### src/rtl/invq_pkg.sv
package invq_pkg;
  localparam int IDX_LSB = 4;
  localparam int IDX_MSB = 18;
  localparam int IDX_W   = IDX_MSB - IDX_LSB + 1;
  localparam int ERR_BIT = 4;
  localparam int FL_EVT  = 4;
  localparam int FL_STAT = 5;
  localparam logic [3:0] KIND_IEC  = 4'h4;
  localparam logic [3:0] KIND_WAIT = 4'h5;

  typedef enum logic [2:0] {
    S_IDLE, S_RD_LO, S_RD_HI, S_EXEC, S_WR
  } fsm_e;
endpackage

### src/rtl/invq_regs.sv
module invq_regs
  import invq_pkg::*;
#(
  parameter int ENTRY_ORDER = 8,
  parameter int GAW         = 48
) (
  input  logic             clk_i,
  input  logic             rst_ni,
  input  logic             iqa_we_i,
  input  logic [63:0]      iqa_wdata_i,
  input  logic             iqt_we_i,
  input  logic [63:0]      iqt_wdata_i,
  input  logic             fsts_we_i,
  input  logic [31:0]      fsts_wdata_i,
  input  logic             err_set_i,
  output logic [63:0]      iqa_o,
  output logic [IDX_W-1:0] tail_o,
  output logic [IDX_W-1:0] idx_mask_o,
  output logic             iqe_o
);
  localparam logic [63:0] HI_MASK   = (GAW >= 64) ? 64'd0 : ~((64'd1 << GAW) - 64'd1);
  localparam logic [63:0] IDX_FIELD = ((64'd1 << IDX_W) - 64'd1) << IDX_LSB;

  logic [63:0]      iqa_q;
  logic [IDX_W-1:0] tail_q;
  logic             iqe_q;
  logic [IDX_W:0]   ent;
  logic [IDX_W-1:0] wr_idx;
  logic             iqa_ok, tail_ok;

  assign ent        = {{IDX_W{1'b0}}, 1'b1} << (ENTRY_ORDER + int'(iqa_q[2:0]));
  assign idx_mask_o = IDX_W'(ent - 1'b1);
  assign wr_idx     = iqt_wdata_i[IDX_MSB:IDX_LSB];

  assign iqa_ok  = (iqa_wdata_i[11:3] == '0) && ((iqa_wdata_i & HI_MASK) == '0);
  assign tail_ok = ((iqt_wdata_i & ~IDX_FIELD) == '0) && ((wr_idx & ~idx_mask_o) == '0);

  wire unused_fsts = ^{fsts_wdata_i[31:ERR_BIT+1], fsts_wdata_i[ERR_BIT-1:0]};

  always_ff @(posedge clk_i or negedge rst_ni) begin
    if (!rst_ni) begin
      iqa_q  <= '0;
      tail_q <= '0;
      iqe_q  <= 1'b0;
    end else begin
      if (iqa_we_i && iqa_ok) iqa_q <= iqa_wdata_i;
      if (iqt_we_i && tail_ok) tail_q <= wr_idx;
      if (err_set_i) iqe_q <= 1'b1;
      else if (fsts_we_i && fsts_wdata_i[ERR_BIT]) iqe_q <= 1'b0;
    end
  end

  assign iqa_o  = iqa_q;
  assign tail_o = tail_q;
  assign iqe_o  = iqe_q;

  AST_IQA_RSVD_ZERO: assert property (@(posedge clk_i) disable iff (!rst_ni)
    iqa_q[11:3] == '0);
  AST_TAIL_RSVD_DROP: assert property (@(posedge clk_i) disable iff (!rst_ni)
    (iqt_we_i && iqt_wdata_i[0]) |=> $stable(tail_q));
  AST_ERR_STICKY: assert property (@(posedge clk_i) disable iff (!rst_ni)
    (iqe_q && !fsts_we_i) |=> iqe_q);
endmodule

### src/rtl/invq_fetch.sv
module invq_fetch
  import invq_pkg::*;
(
  input  logic             clk_i,
  input  logic             rst_ni,
  input  logic [51:0]      base_i,
  input  logic [IDX_W-1:0] tail_i,
  input  logic [IDX_W-1:0] idx_mask_i,
  input  logic             iqe_i,
  output logic             rd_req_o,
  output logic [63:0]      rd_addr_o,
  input  logic             rd_valid_i,
  input  logic [63:0]      rd_data_i,
  output logic             wr_req_o,
  output logic [63:0]      wr_addr_o,
  output logic [31:0]      wr_data_o,
  input  logic             wr_ready_i,
  output logic [IDX_W-1:0] head_o,
  output logic             err_set_o,
  output logic             evt_o
);
  fsm_e             state_q, state_d;
  logic [63:0]      lo_q, hi_q;
  logic [IDX_W-1:0] head_q;
  logic             evt_q;
  logic             is_iec, is_wait, complete;

  assign is_iec  = lo_q[3:0] == KIND_IEC;
  assign is_wait = lo_q[3:0] == KIND_WAIT;

  assign complete  = (state_q == S_EXEC && (is_iec || (is_wait && !lo_q[FL_STAT])))
                   || (state_q == S_WR && wr_ready_i);
  assign err_set_o = (state_q == S_EXEC) && !is_iec && !is_wait;

  always_comb begin
    state_d = state_q;
    unique case (state_q)
      S_IDLE:  if (!iqe_i && head_q != tail_i) state_d = S_RD_LO;
      S_RD_LO: if (rd_valid_i) state_d = S_RD_HI;
      S_RD_HI: if (rd_valid_i) state_d = S_EXEC;
      S_EXEC:  state_d = (is_wait && lo_q[FL_STAT]) ? S_WR : S_IDLE;
      S_WR:    if (wr_ready_i) state_d = S_IDLE;
      default: state_d = S_IDLE;
    endcase
  end

  assign rd_req_o  = (state_q == S_RD_LO) || (state_q == S_RD_HI);
  assign rd_addr_o = {base_i, 12'h000} + (64'(head_q) << IDX_LSB)
                   + ((state_q == S_RD_HI) ? 64'd8 : 64'd0);
  assign wr_req_o  = state_q == S_WR;
  assign wr_addr_o = {hi_q[63:2], 2'b00};
  assign wr_data_o = lo_q[63:32];

  wire unused_desc = ^{lo_q[31:FL_STAT+1], hi_q[1:0]};

  always_ff @(posedge clk_i or negedge rst_ni) begin
    if (!rst_ni) begin
      state_q <= S_IDLE;
      lo_q    <= '0;
      hi_q    <= '0;
      head_q  <= '0;
      evt_q   <= 1'b0;
    end else begin
      state_q <= state_d;
      if (state_q == S_RD_LO && rd_valid_i) lo_q <= rd_data_i;
      if (state_q == S_RD_HI && rd_valid_i) hi_q <= rd_data_i;
      if (complete) head_q <= (head_q + 1'b1) & idx_mask_i;
      evt_q <= complete && is_wait && lo_q[FL_EVT];
    end
  end

  assign head_o = head_q;
  assign evt_o  = evt_q;

  AST_NO_FETCH_ON_ERR: assert property (@(posedge clk_i) disable iff (!rst_ni)
    iqe_i |-> !rd_req_o);
  AST_ERR_HOLDS_HEAD: assert property (@(posedge clk_i) disable iff (!rst_ni)
    $rose(iqe_i) |-> $stable(head_q));
  AST_HEAD_STEP: assert property (@(posedge clk_i) disable iff (!rst_ni)
    !$stable(head_q) |-> head_q == (($past(head_q) + 1'b1) & $past(idx_mask_i)));
  AST_EMPTY_IDLE: assert property (@(posedge clk_i) disable iff (!rst_ni)
    (state_q == S_IDLE && head_q == tail_i) |=> !rd_req_o);
  AST_EVT_PULSE: assert property (@(posedge clk_i) disable iff (!rst_ni)
    evt_q |=> !evt_q);
endmodule

### src/rtl/inv_queue_engine.sv
module inv_queue_engine
  import invq_pkg::*;
#(
  parameter int ENTRY_ORDER = 8,
  parameter int GAW         = 48
) (
  input  logic        clk_i,
  input  logic        rst_ni,
  input  logic        iqa_we_i,
  input  logic [63:0] iqa_wdata_i,
  input  logic        iqt_we_i,
  input  logic [63:0] iqt_wdata_i,
  input  logic        fsts_we_i,
  input  logic [31:0] fsts_wdata_i,
  output logic        rd_req_o,
  output logic [63:0] rd_addr_o,
  input  logic        rd_valid_i,
  input  logic [63:0] rd_data_i,
  output logic        wr_req_o,
  output logic [63:0] wr_addr_o,
  output logic [31:0] wr_data_o,
  input  logic        wr_ready_i,
  output logic [63:0] iqa_o,
  output logic [63:0] iqh_o,
  output logic [63:0] iqt_o,
  output logic        iqe_o,
  output logic        busy_o,
  output logic        wait_done_o
);
  logic [IDX_W-1:0] tail, head, idx_mask;
  logic             iqe, err_set;
  logic [63:0]      iqa;

  invq_regs #(.ENTRY_ORDER(ENTRY_ORDER), .GAW(GAW)) regs_i (
    .clk_i, .rst_ni,
    .iqa_we_i, .iqa_wdata_i, .iqt_we_i, .iqt_wdata_i, .fsts_we_i, .fsts_wdata_i,
    .err_set_i (err_set),
    .iqa_o     (iqa),
    .tail_o    (tail),
    .idx_mask_o(idx_mask),
    .iqe_o     (iqe)
  );

  invq_fetch fetch_i (
    .clk_i, .rst_ni,
    .base_i    (iqa[63:12]),
    .tail_i    (tail),
    .idx_mask_i(idx_mask),
    .iqe_i     (iqe),
    .rd_req_o, .rd_addr_o, .rd_valid_i, .rd_data_i,
    .wr_req_o, .wr_addr_o, .wr_data_o, .wr_ready_i,
    .head_o    (head),
    .err_set_o (err_set),
    .evt_o     (wait_done_o)
  );

  assign iqa_o  = iqa;
  assign iqh_o  = 64'(head) << IDX_LSB;
  assign iqt_o  = 64'(tail) << IDX_LSB;
  assign iqe_o  = iqe;
  assign busy_o = (head != tail) && !iqe;

  AST_BUSY_NO_WRITE_ON_ERR: assert property (@(posedge clk_i) disable iff (!rst_ni)
    iqe |-> !wr_req_o);
endmodule

### config.mk
export PLATFORM = sky130hd
export DESIGN_NAME = inv_queue_engine
export DESIGN_NICKNAME = d
export VERILOG_FILES = /design/src/rtl/invq_pkg.sv /design/src/rtl/invq_regs.sv /design/src/rtl/invq_fetch.sv /design/src/rtl/inv_queue_engine.sv
export SDC_FILE = /design/constraint.sdc
export NUM_CORES = 1
export LEC_CHECK = 0
export BUFFER_PORTS_ARGS = -buffer_cell sky130_fd_sc_hd__clkbuf_2
export CAP_MARGIN = 20
export CORE_AREA = 10 10 220 222
export DETAILED_ROUTE_END_ITERATION = 7
export DIE_AREA = 0 0 230 232
export HOLD_SLACK_MARGIN = 0.15
export PLACE_DENSITY = 0.54
export SLEW_MARGIN = 5
export SYNTH_ARGS = -nofsm -noshare
export SYNTH_HDL_FRONTEND = slang
export SYNTH_SLANG_ARGS = --single-unit
### constraint.sdc
create_clock -name clk_i -period 2.3 [get_ports clk_i]
set_input_delay 0.23 -clock clk_i [delete_from_list [all_inputs] [get_ports clk_i]]
set_output_delay 0.23 -clock clk_i [all_outputs]
set_load 0.01 [all_outputs]
==> results.json, run 1 <==
{
  "drc_errors": 0,
  "grtUsageMet3_pct": 5.88,
  "p_leak_nw": 8.01,
  "core_sq_um": 43900,
  "ant_nets": 0,
  "place_hpwl_microns": 30300,
  "setup_ws_ps": -590,
  "gp_congestion": 0.871,
  "synthFlopType": "dfrtp_1",
  "clock_skew_ps": 9.39,
  "crit_type": "reg -> out",
  "grt_pass1_vias": 9588,
  "place_ws_ps": -201,
  "wl_per_cell_microns": 18.7,
  "powerDensity_nw_per_um2": 756,
  "synth_top_area_share_pct": 48.9,
  "diodes": 0,
  "placed_cells": 1936,
  "fin_crit_sh_pct": 126,
  "synth.distinct_cells": 52,
  "start_kind": "register",
  "detail_route.first_pass.iterations": 5,
  "grt_max_degree": 63,
  "critPathRequiredTime_ps": 2070,
  "max-slew-margin-rel_pct": 57.5,
  "cp_slowest_cell": "dfrtp_2",
  "clockBufferDepth": 2,
  "final_layout_size_suffix_gt1_share_pct": 53.3,
  "io_pins": 588,
  "die_height_microns": 232,
  "areaGrowthSynthToFinish_pct": 53.9,
  "finalSetupViolations": 47,
  "hold_viol_final": 0,
  "violations": "negative setup slack",
  "grt_util_met2_pct": 24.3,
  "synthCells": 880,
  "grt_pass1_wl_microns": 58500,
  "path_buf_inv": 3,
  "cts_root_buf": "clkbuf_16",
  "fp.dieArea_sq_um": 53400,
  "path_delay_family": "adder cells",
  "critPathMaxStageDelay_ps": 430,
  "fin_nets": 1742,
  "grt_overflow": 0,
  "drv_cap": 0,
  "busiest_layer": "met2",
  "post-synth-top-count-cell": "dfrtp_1",
  "initial_core_util_pct": 23.2,
  "r2r-end": "regs_i.tail_o[8]",
  "fmax_ghz": 0.346,
  "synth_area_sq_um": 10200,
  "rsz0062_at_grt": "yes",
  "fin_cells": 2107,
  "io_buffers": 453,
  "status": "complete, but fails checks",
  "synth_edf_count": 0,
  "peakVddDrop_uv": 867,
  "synth-seq-area-share_pct": 48.9,
  "hold_path_class": "in -> async",
  "synth_area_leaders": "dfrtp_1 (49%), mux2_2 (15%), buf_4 (11%), xnor2_1 (4.4%), xor2_1 (1.9%)",
  "cp-end-kind": "output port",
  "vias_per_cell": 4.16,
  "clk_latency_ps": 490,
  "cp_max_fo": 5,
  "cts_tree": "yes",
  "fp.dieW_microns": 230,
  "r2r_start": "regs_i.iqa_o[0]",
  "cts_buffers": 17,
  "grt_usage_pct": 14.2,
  "yosys_warnings": 0,
  "dr.first_iter.drc_count": 415,
  "wl_microns": 39300,
  "via_count": 8758,
  "worst_pin_slew_ps": 630,
  "rows": 77,
  "yosysTopAreaCell": "dfrtp_1",
  "grtUsageMet1_pct": 15.3,
  "ys_async_sr_fraction_pct": 100,
  "antenna_found_initial": 0,
  "clk_pin_slew_ps": 80,
  "cts-htree-levels": 4,
  "slew_violations": 0,
  "synth-seq-cells": 199,
  "reg2reg_slack_ps": 200,
  "crit_arrival_ps": 2660,
  "fin_crit_ps": 2890,
  "reg2regPathDepth": 6,
  "cts.sinks": 199,
  "cp_cell_sequence": "ha_4 -> fa_2 -> a211oi_2 -> o211ai_1 -> buf_4 -> nand4_1 -> buf_6 -> nor2_1 -> xnor2_1 -> clkbuf_2",
  "syn_avg_cell_area_sq_um": 11.6,
  "synth_common_cells": "dfrtp_1 (199), buf_4 (144), mux2_2 (138), xnor2_1 (51), nand2_1 (41)"
}
cell type report:
type / instances / area [sq um]
tap: 592 / 741
multi-input combinational: 598 / 4870
clock buffer: 17 / 425
fill: 4396 / 28200
sequential: 199 / 4980
inverter: 13 / 48.8
clock inverter: 15 / 206
timing repair buffer: 673 / 4410
through the flow:
stage / setup TNS (ps) / utilization (%) / hold WS [ps] / area [sq um] / power (mW)
2_1_floorplan: -653 / - / -65.6 / 10600 / 7.34
3_3_place_gp: -3560 / 29.9 / 221 / 13200 / 8.48
3_5_place_dp: -4780 / 29.9 / 227 / 13200 / 8.56
4_1_cts: -24620 / 35.1 / 220 / 15400 / 12.0
5_1_grt: -29400 / 35.7 / 263 / 15700 / 12.6
6_report: -22640 / 35.7 / 242 / 15700 / 11.9
flip-flops by register name, indices dropped and copies added, names as in the netlist:
signal	count
fetch_i.state_q	3
regs_i.iqe_o	1
regs_i.iqa_o	64
fetch_i.lo_q	38
fetch_i.head_o	15
fetch_i.hi_q	62
fetch_i.evt_o	1
regs_i.tail_o	15
cell families (layout without fill, tap and decap cells):
family	after synthesis	count (layout)	synth area share [%]
flops	199	199	48.9
simple gates	206	207	10.9
compound gates	57	57	3.51
other cells	1	103	0.0368
buf+inv	186	718	12.4
mux	148	148	16.7
fa+ha+maj	10	10	1.28
xor+xnor	73	73	6.28
cells in the final DEF, fill, tap and decap left out, types with 3 or more instances in the layout:
cell,netlist,final
nand2_4,0,3
nor4_1,19,15
nand4_1,29,29
mux2_2,138,138
buf_2,1,41
nor2_2,0,4
a21oi_1,15,12
nor3_1,10,6
mux2_4,10,10
buf_6,1,17
inv_8,0,4
clkinv_8,0,6
nand3_1,24,17
xnor2_1,51,34
nor4_4,0,4
o211ai_1,4,4
nor2_4,0,5
nand2_2,0,5
clkbuf_16,0,17
inv_1,13,13
and3_1,5,5
conb_1,1,103
buf_12,1,7
clkbuf_2,0,407
nor2_1,30,21
xnor2_2,0,16
nor3_4,0,3
buf_4,144,75
nand2_1,41,33
dlygate4sd3_1,0,123
ha_4,0,6
nand3_4,0,3
xor2_1,22,20
dfrtp_1,199,197
nand3_2,0,4
nor2b_1,25,24
and4_1,6,6
o21ai_0,19,17
worst max-delay path by stage:
| stage | from | endpoint | slack (ps) | cells after the start |
|---|---|---|---|---|
| final | fetch_i.head_o[8] | rd_addr_o[42] | -590 | 10 |
| after global routing | regs_i.iqa_o[12] | rd_addr_o[42] | -750 | 10 |
| after CTS | fetch_i.head_o[8] | rd_addr_o[60] | -630 | 10 |
| after detailed placement | regs_i.iqa_o[13] | rd_addr_o[45] | -200 | 9 |
| after global placement | fetch_i.head_o[9] | rd_addr_o[49] | -160 | 9 |
| after floorplan | fetch_i.head_o[8] | rd_addr_o[58] | -150 | 7 |
routing by layer:
layer	wire, microns	up-vias	share of wire (%)
li1	-	4066	-
met1	15100	4257	38
met2	19700	389	50
met3	3550	46	9.0
met4	1020	0	2.6
met5	0	-	0
repair_timing:
item	CTS	global route
setup endpoints to repair	50	50
gates cloned	1	0
pin swaps	29	33
hold buffers	123	0
endpoints found under the hold margin	357	0
gates resized for setup	62	88
buffers inserted	12	5
power breakdown:
| part | internal [mW] | total [mW] | leakage (nW) | switching (mW) |
|---|---|---|---|---|
| Sequential | 4.44 | 5.01 | 2.52 | 0.570 |
| Combinational | 1.85 | 3.66 | 5.19 | 1.81 |
| Clock | 1.58 | 3.19 | 0.302 | 1.62 |
| Total | 7.87 | 11.9 | 8.01 | 3.99 |
No activity file was read; power rests on OpenSTA's default activity.
==> run 2, diff against run 1 <==
--- a/config.mk
+++ b/config.mk
@@ -10,8 +10,9 @@
 export CORE_AREA = 10 10 220 222
 export DETAILED_ROUTE_END_ITERATION = 7
 export DIE_AREA = 0 0 230 232
+export GPL_TIMING_DRIVEN = 0
 export HOLD_SLACK_MARGIN = 0.15
-export PLACE_DENSITY = 0.54
+export PLACE_DENSITY = 0.52
 export SLEW_MARGIN = 5
 export SYNTH_ARGS = -nofsm -noshare
 export SYNTH_HDL_FRONTEND = slang
==> constraint.sdc (replaced) <==
create_clock -name clk_i -period 3.2 [get_ports clk_i]
set_input_delay 0.32 -clock clk_i [delete_from_list [all_inputs] [get_ports clk_i]]
set_output_delay 0.32 -clock clk_i [all_outputs]
set_load 0.01 [all_outputs]
==> run 2 against run 1 <==
Effect of this change:
- the run still ends with negative setup slack left
- die area unchanged
- clock power down 29%
- combinational power decreased by 18%
- via count rose by 3.6%
- utilization rose by 0.53 points
- wire length increased by 2.9%
- worst hold slack improved by 39 ps
- final cell count grew 4.9%
- clock skew fell by 4.2 ps
- final area increased by 1.5%
- flip-flop and latch count stayed put
- critical endpoint is now rd_addr_o[62]
- highest routed layer unchanged
==> results.json, run 2 (synthesized netlist as in run 1, its figures left out) <==
{
  "path_buf_inv": 2,
  "grt_pass1_vias": 9713,
  "grt_pass1_wl_microns": 59500,
  "cpMostUsedCell": "o211ai_1",
  "rsz0062_at_grt": "yes",
  "fin_nets": 1844,
  "io_buffers": 453,
  "place_hpwl_microns": 32200,
  "worst_pin_slew_ps": 1060,
  "io_pins": 588,
  "fin_crit_sh_pct": 103,
  "fmax_ghz": 0.305,
  "slew_violations": 0,
  "nFillCells": 4423,
  "peakVddDrop_uv": 629,
  "gp_congestion": 0.878,
  "die_height_microns": 232,
  "fin_cells": 2210,
  "rows": 77,
  "drc_errors": 0,
  "finalSetupViolations": 8,
  "antenna_found_initial": 1,
  "areaGrowthSynthToFinish_pct": 56.2,
  "ant_nets": 0,
  "violations": "negative setup slack",
  "via_count": 9071,
  "grt_usage_pct": 14.6,
  "grt_max_degree": 99,
  "tns_ps": -312,
  "critPathMaxStageDelay_ps": 480,
  "cp_max_fo": 6,
  "cp_slowest_cell": "dfrtp_2",
  "hold_viol_final": 0,
  "grt_overflow": 0,
  "p_leak_nw": 8.25,
  "cp-end-kind": "output port",
  "fin_util_pct": 36.2,
  "clock_skew_ps": 5.19,
  "crit_arrival_ps": 2960,
  "cts.sinks": 199,
  "cts_root_buf": "clkbuf_16",
  "start_kind": "register",
  "final_cell_mix": "clkbuf_2 (442), dfrtp_1 (193), buf_4 (165)",
  "dr.first_iter.drc_count": 403,
  "status": "complete, but fails checks",
  "powerDensity_nw_per_um2": 558,
  "detail_route.first_pass.iterations": 4,
  "fp.dieArea_sq_um": 53400,
  "reg2regPathDepth": 6,
  "crit_cells": 8,
  "critPathRequiredTime_ps": 2880,
  "setup_ws_ps": -80.2,
  "cts_buffers": 17,
  "clk_latency_ps": 490,
  "core_sq_um": 43900,
  "layout_commonest_cell": "clkbuf_2",
  "dpl_cell_area_sq_um": 13600,
  "cp_cell_sequence": "ha_4 -> o211ai_1 -> o211ai_1 -> nand4_1 -> buf_6 -> nor4_4 -> xor2_1 -> buf_2",
  "wl_microns": 40400,
  "wl_per_cell_microns": 18.3,
  "drv_cap": 0,
  "design_area_sq_um": 15900,
  "initial_core_util_pct": 23.2,
  "cts_tree": "yes",
  "hold_path_class": "in -> async",
  "place_ws_ps": -386,
  "vias_per_cell": 4.10,
  "path_delay_family": "compound AO/OA/AOI/OAI gates",
  "placed_cells": 2029,
  "crit_type": "reg -> out",
  "max-slew-margin-rel_pct": 29.4,
  "fp.dieW_microns": 230,
  "clk_pin_slew_ps": 80,
  "clockBufferDepth": 2,
  "largest_reg_flops": 64,
  "fin_crit_ps": 3280,
  "final_layout_size_suffix_gt1_share_pct": 52.2,
  "cts-htree-levels": 4
}
run 2: final cells by class:
class	count	area (sq um)	area share (%)
diodes	1	2.50	0.0157
plain buffers	173	1220	7.66
clock buffers	18	439	2.76
clock inverters	14	161	1.01
inverters	13	48.8	0.307
multi-input cells	597	4550	28.6
flip-flops and latches	199	4990	31.3
well taps	592	741	4.65
repair buffers	603	3770	23.7
run 2: power by group:
part | internal [mW] | switching, mW
Sequential | 3.19 | 0.403
Clock | 1.13 | 1.15
Combinational | 1.63 | 1.38
Total | 5.95 | 2.93
run 2: path summary, 6_finish.rpt:
path	end	slack [ps]	startpoint
max	rd_addr_o[62]	-80	fetch_i.head_o[13]
min	fetch_i.hi_q[22]	280	rst_ni
max reg2reg	fetch_i.hi_q[6]	650	fetch_i.state_q[0]
min reg2reg	regs_i.iqa_o[8]	510	regs_i.iqa_o[8]
max in group asynchronous	regs_i.iqa_o[9]	2100	rst_ni
min in group clk_i	regs_i.tail_o[1]	480	iqt_wdata_i[46]
run 2: routing by layer:
metal  routed length, microns  track usage (%)
met4                      650             4.54
met3                     3940             6.77
met5                        0                0
met2                    20100             25.0
met1                    15700             15.7
run 2: repair_timing:
action / CTS / global route
pin swaps: 17 / 5
endpoints found under the hold margin: 356 / 0
buffers inserted: 13 / 12
hold buffers: 123 / 0
resized for setup: 37 / 23
setup endpoints to repair: 37 / 29
run 2: through the flow:
step	hold WS, ps	power, mW
2_1_floorplan	24.4	5.27
3_3_place_gp	483	6.50
3_5_place_dp	236	6.56
4_1_cts	240	9.03
5_1_grt	261	9.40
6_report	281	8.88
==> run 3, diff against run 2 <==
--- a/config.mk
+++ b/config.mk
@@ -13,6 +13,7 @@
 export GPL_TIMING_DRIVEN = 0
 export HOLD_SLACK_MARGIN = 0.15
 export PLACE_DENSITY = 0.52
+export REMOVE_ABC_BUFFERS = 1
 export SLEW_MARGIN = 5
 export SYNTH_ARGS = -nofsm -noshare
 export SYNTH_HDL_FRONTEND = slang
==> run 3 against run 2 <==
Effect of this change:
- the flow now finishes without violations
- sequential share of layout area grew 2.5 points
- global-route usage down 1.2 points
- total power is 5.9% lower
- setup slack improved by 180 ps
- worst hold slack better by 8.8 ps
- final area shrank 7.3%
- via count fell by 7.4%
==> results.json, run 3 (synthesized netlist as in run 1, its figures left out) <==
{
  "hold_slack_ps": 290,
  "dr.first_iter.drc_count": 364,
  "detail_route.first_pass.iterations": 4,
  "largest_reg_flops": 64,
  "wl_microns": 36500,
  "cts.sinks": 199,
  "core_sq_um": 43900,
  "cts_buffers": 17,
  "via_count": 8400,
  "hold_viol_final": 0,
  "crit_type": "reg -> out",
  "drv_cap": 0,
  "rows": 77,
  "grt_max_degree": 85,
  "fin_crit_sh_pct": 97.0,
  "die_height_microns": 232,
  "status": "finished clean",
  "critPathMaxStageDelay_ps": 430,
  "gp_congestion": 0.776,
  "hold_path_class": "in -> async",
  "grt_usage_pct": 13.4,
  "critPathLaunch": "fetch_i.head_o[8]",
  "slew_violations": 0,
  "finalSetupViolations": 0,
  "grt_pass1_vias": 9025,
  "initial_core_util_pct": 23.2,
  "r2r_start": "regs_i.iqa_o[1]",
  "clock_skew_ps": 11.8,
  "cts_root_buf": "clkbuf_16",
  "max-slew-margin-rel_pct": 28.2,
  "reg2regPathDepth": 5,
  "final_layout_size_suffix_gt1_share_pct": 48.3,
  "path_buf_inv": 3,
  "cp-end-kind": "output port",
  "io_buffers": 453,
  "drc_errors": 0,
  "vias_per_cell": 4.13,
  "power.total_mw": 8.36,
  "layout_commonest_cell": "clkbuf_2",
  "rsz0062_at_grt": "yes",
  "fin_crit_ps": 3100,
  "place_hpwl_microns": 28400,
  "crit_cells": 10,
  "areaGrowthSynthToFinish_pct": 44.8,
  "peakVddDrop_uv": 516,
  "io_pins": 588,
  "reg2reg_slack_ps": 670,
  "worst_pin_slew_ps": 1080,
  "cts_tree": "yes",
  "powerDensity_nw_per_um2": 567,
  "wl_per_cell_microns": 18.0,
  "cp_slowest_cell": "dfrtp_2",
  "clk_latency_ps": 500,
  "fp.dieW_microns": 230,
  "p_leak_nw": 7.43,
  "crit_arrival_ps": 2780,
  "fp.dieArea_sq_um": 53400,
  "fmax_ghz": 0.322,
  "r2r-end": "regs_i.tail_o[10]",
  "antenna_found_initial": 1,
  "clk_pin_slew_ps": 80,
  "fin_nets": 1669,
  "final_cell_mix": "clkbuf_2 (443), dfrtp_1 (191), mux2_2 (138)",
  "cp_max_fo": 5,
  "grt_overflow": 0,
  "cts-htree-levels": 4,
  "clockBufferDepth": 2,
  "start_kind": "register",
  "diodes": 0,
  "path_delay_family": "adder cells",
  "cp_cell_sequence": "ha_4 -> fa_2 -> a211oi_4 -> o211ai_1 -> nand4_1 -> buf_6 -> buf_12 -> nor4_4 -> xor2_1 -> buf_2",
  "ant_nets": 0,
  "grt_pass1_wl_microns": 55600,
  "critPathRequiredTime_ps": 2880
}
run 3: per-stage QoR:
stage	TNS, ps	std cells	utilization [%]	setup slack (ps)	instance area, sq um
floorplan	-28470	809	-	-577	9360
global placement	-661030	1854	28.1	-2630	12400
detailed placement	-3580	1860	28.5	-436	12500
CTS	-143	2032	33.3	-46.6	14600
global route	-233	2034	33.6	-50.6	14800
finish	0	2034	33.6	96.5	14800
run 3: worst max path at each step:
stage / endpoint / slack [ps]
floorplan: regs_i.iqa_o[0] / -580
global placement: regs_i.iqa_o[16] / -2630
detailed placement: rd_addr_o[62] / -440
CTS: rd_addr_o[50] / -50
global route: rd_addr_o[62] / -50
finish: rd_addr_o[60] / 100
run 3: where the power goes:
part | switching (mW) | leakage (nW) | internal, mW | total [mW]
registers | 0.407 | 2.51 | 3.19 | 3.60
clock network | 1.15 | 0.280 | 1.04 | 2.19
logic | 1.26 | 4.64 | 1.31 | 2.57
total | 2.82 | 7.43 | 5.54 | 8.36
run 3: timing repair:
action                                  CTS  global route
hold endpoints to repair                356             0
endpoints found under the setup margin   42            15
gates resized for setup                  33            24
hold buffers                            123             0
pin swaps                                12            14
setup buffers                            18             2
run 3: cell type report:
type                    instances  area (sq um)
inverters                      13          48.8
multi-input cells             597          4560
clock inverters                15           163
clock buffers                  17           425
flip-flops and latches        199          4990
fillers                      4470         29200
well taps                     592           741
repair buffers                601          3830
run 3: per-layer routing:
metal / wire [microns] / vias up / global-route usage, % / share of wire (%)
met5: 0 / - / 0 / 0
met4: 726 / 0 / 4.67 / 2.0
met3: 2950 / 38 / 5.62 / 8.1
met2: 18100 / 297 / 21.9 / 50
met1: 14800 / 4158 / 15.5 / 40
li1: - / 3907 / - / -
run 3: worst register-to-register path: cells and delay by family (launching register included):
kind             cells  cell delay (ps)
AO/OA/AOI/OAI        1              200
AND/OR/NAND/NOR      3             1130
multiplexers         1              450
flip-flops           1              630
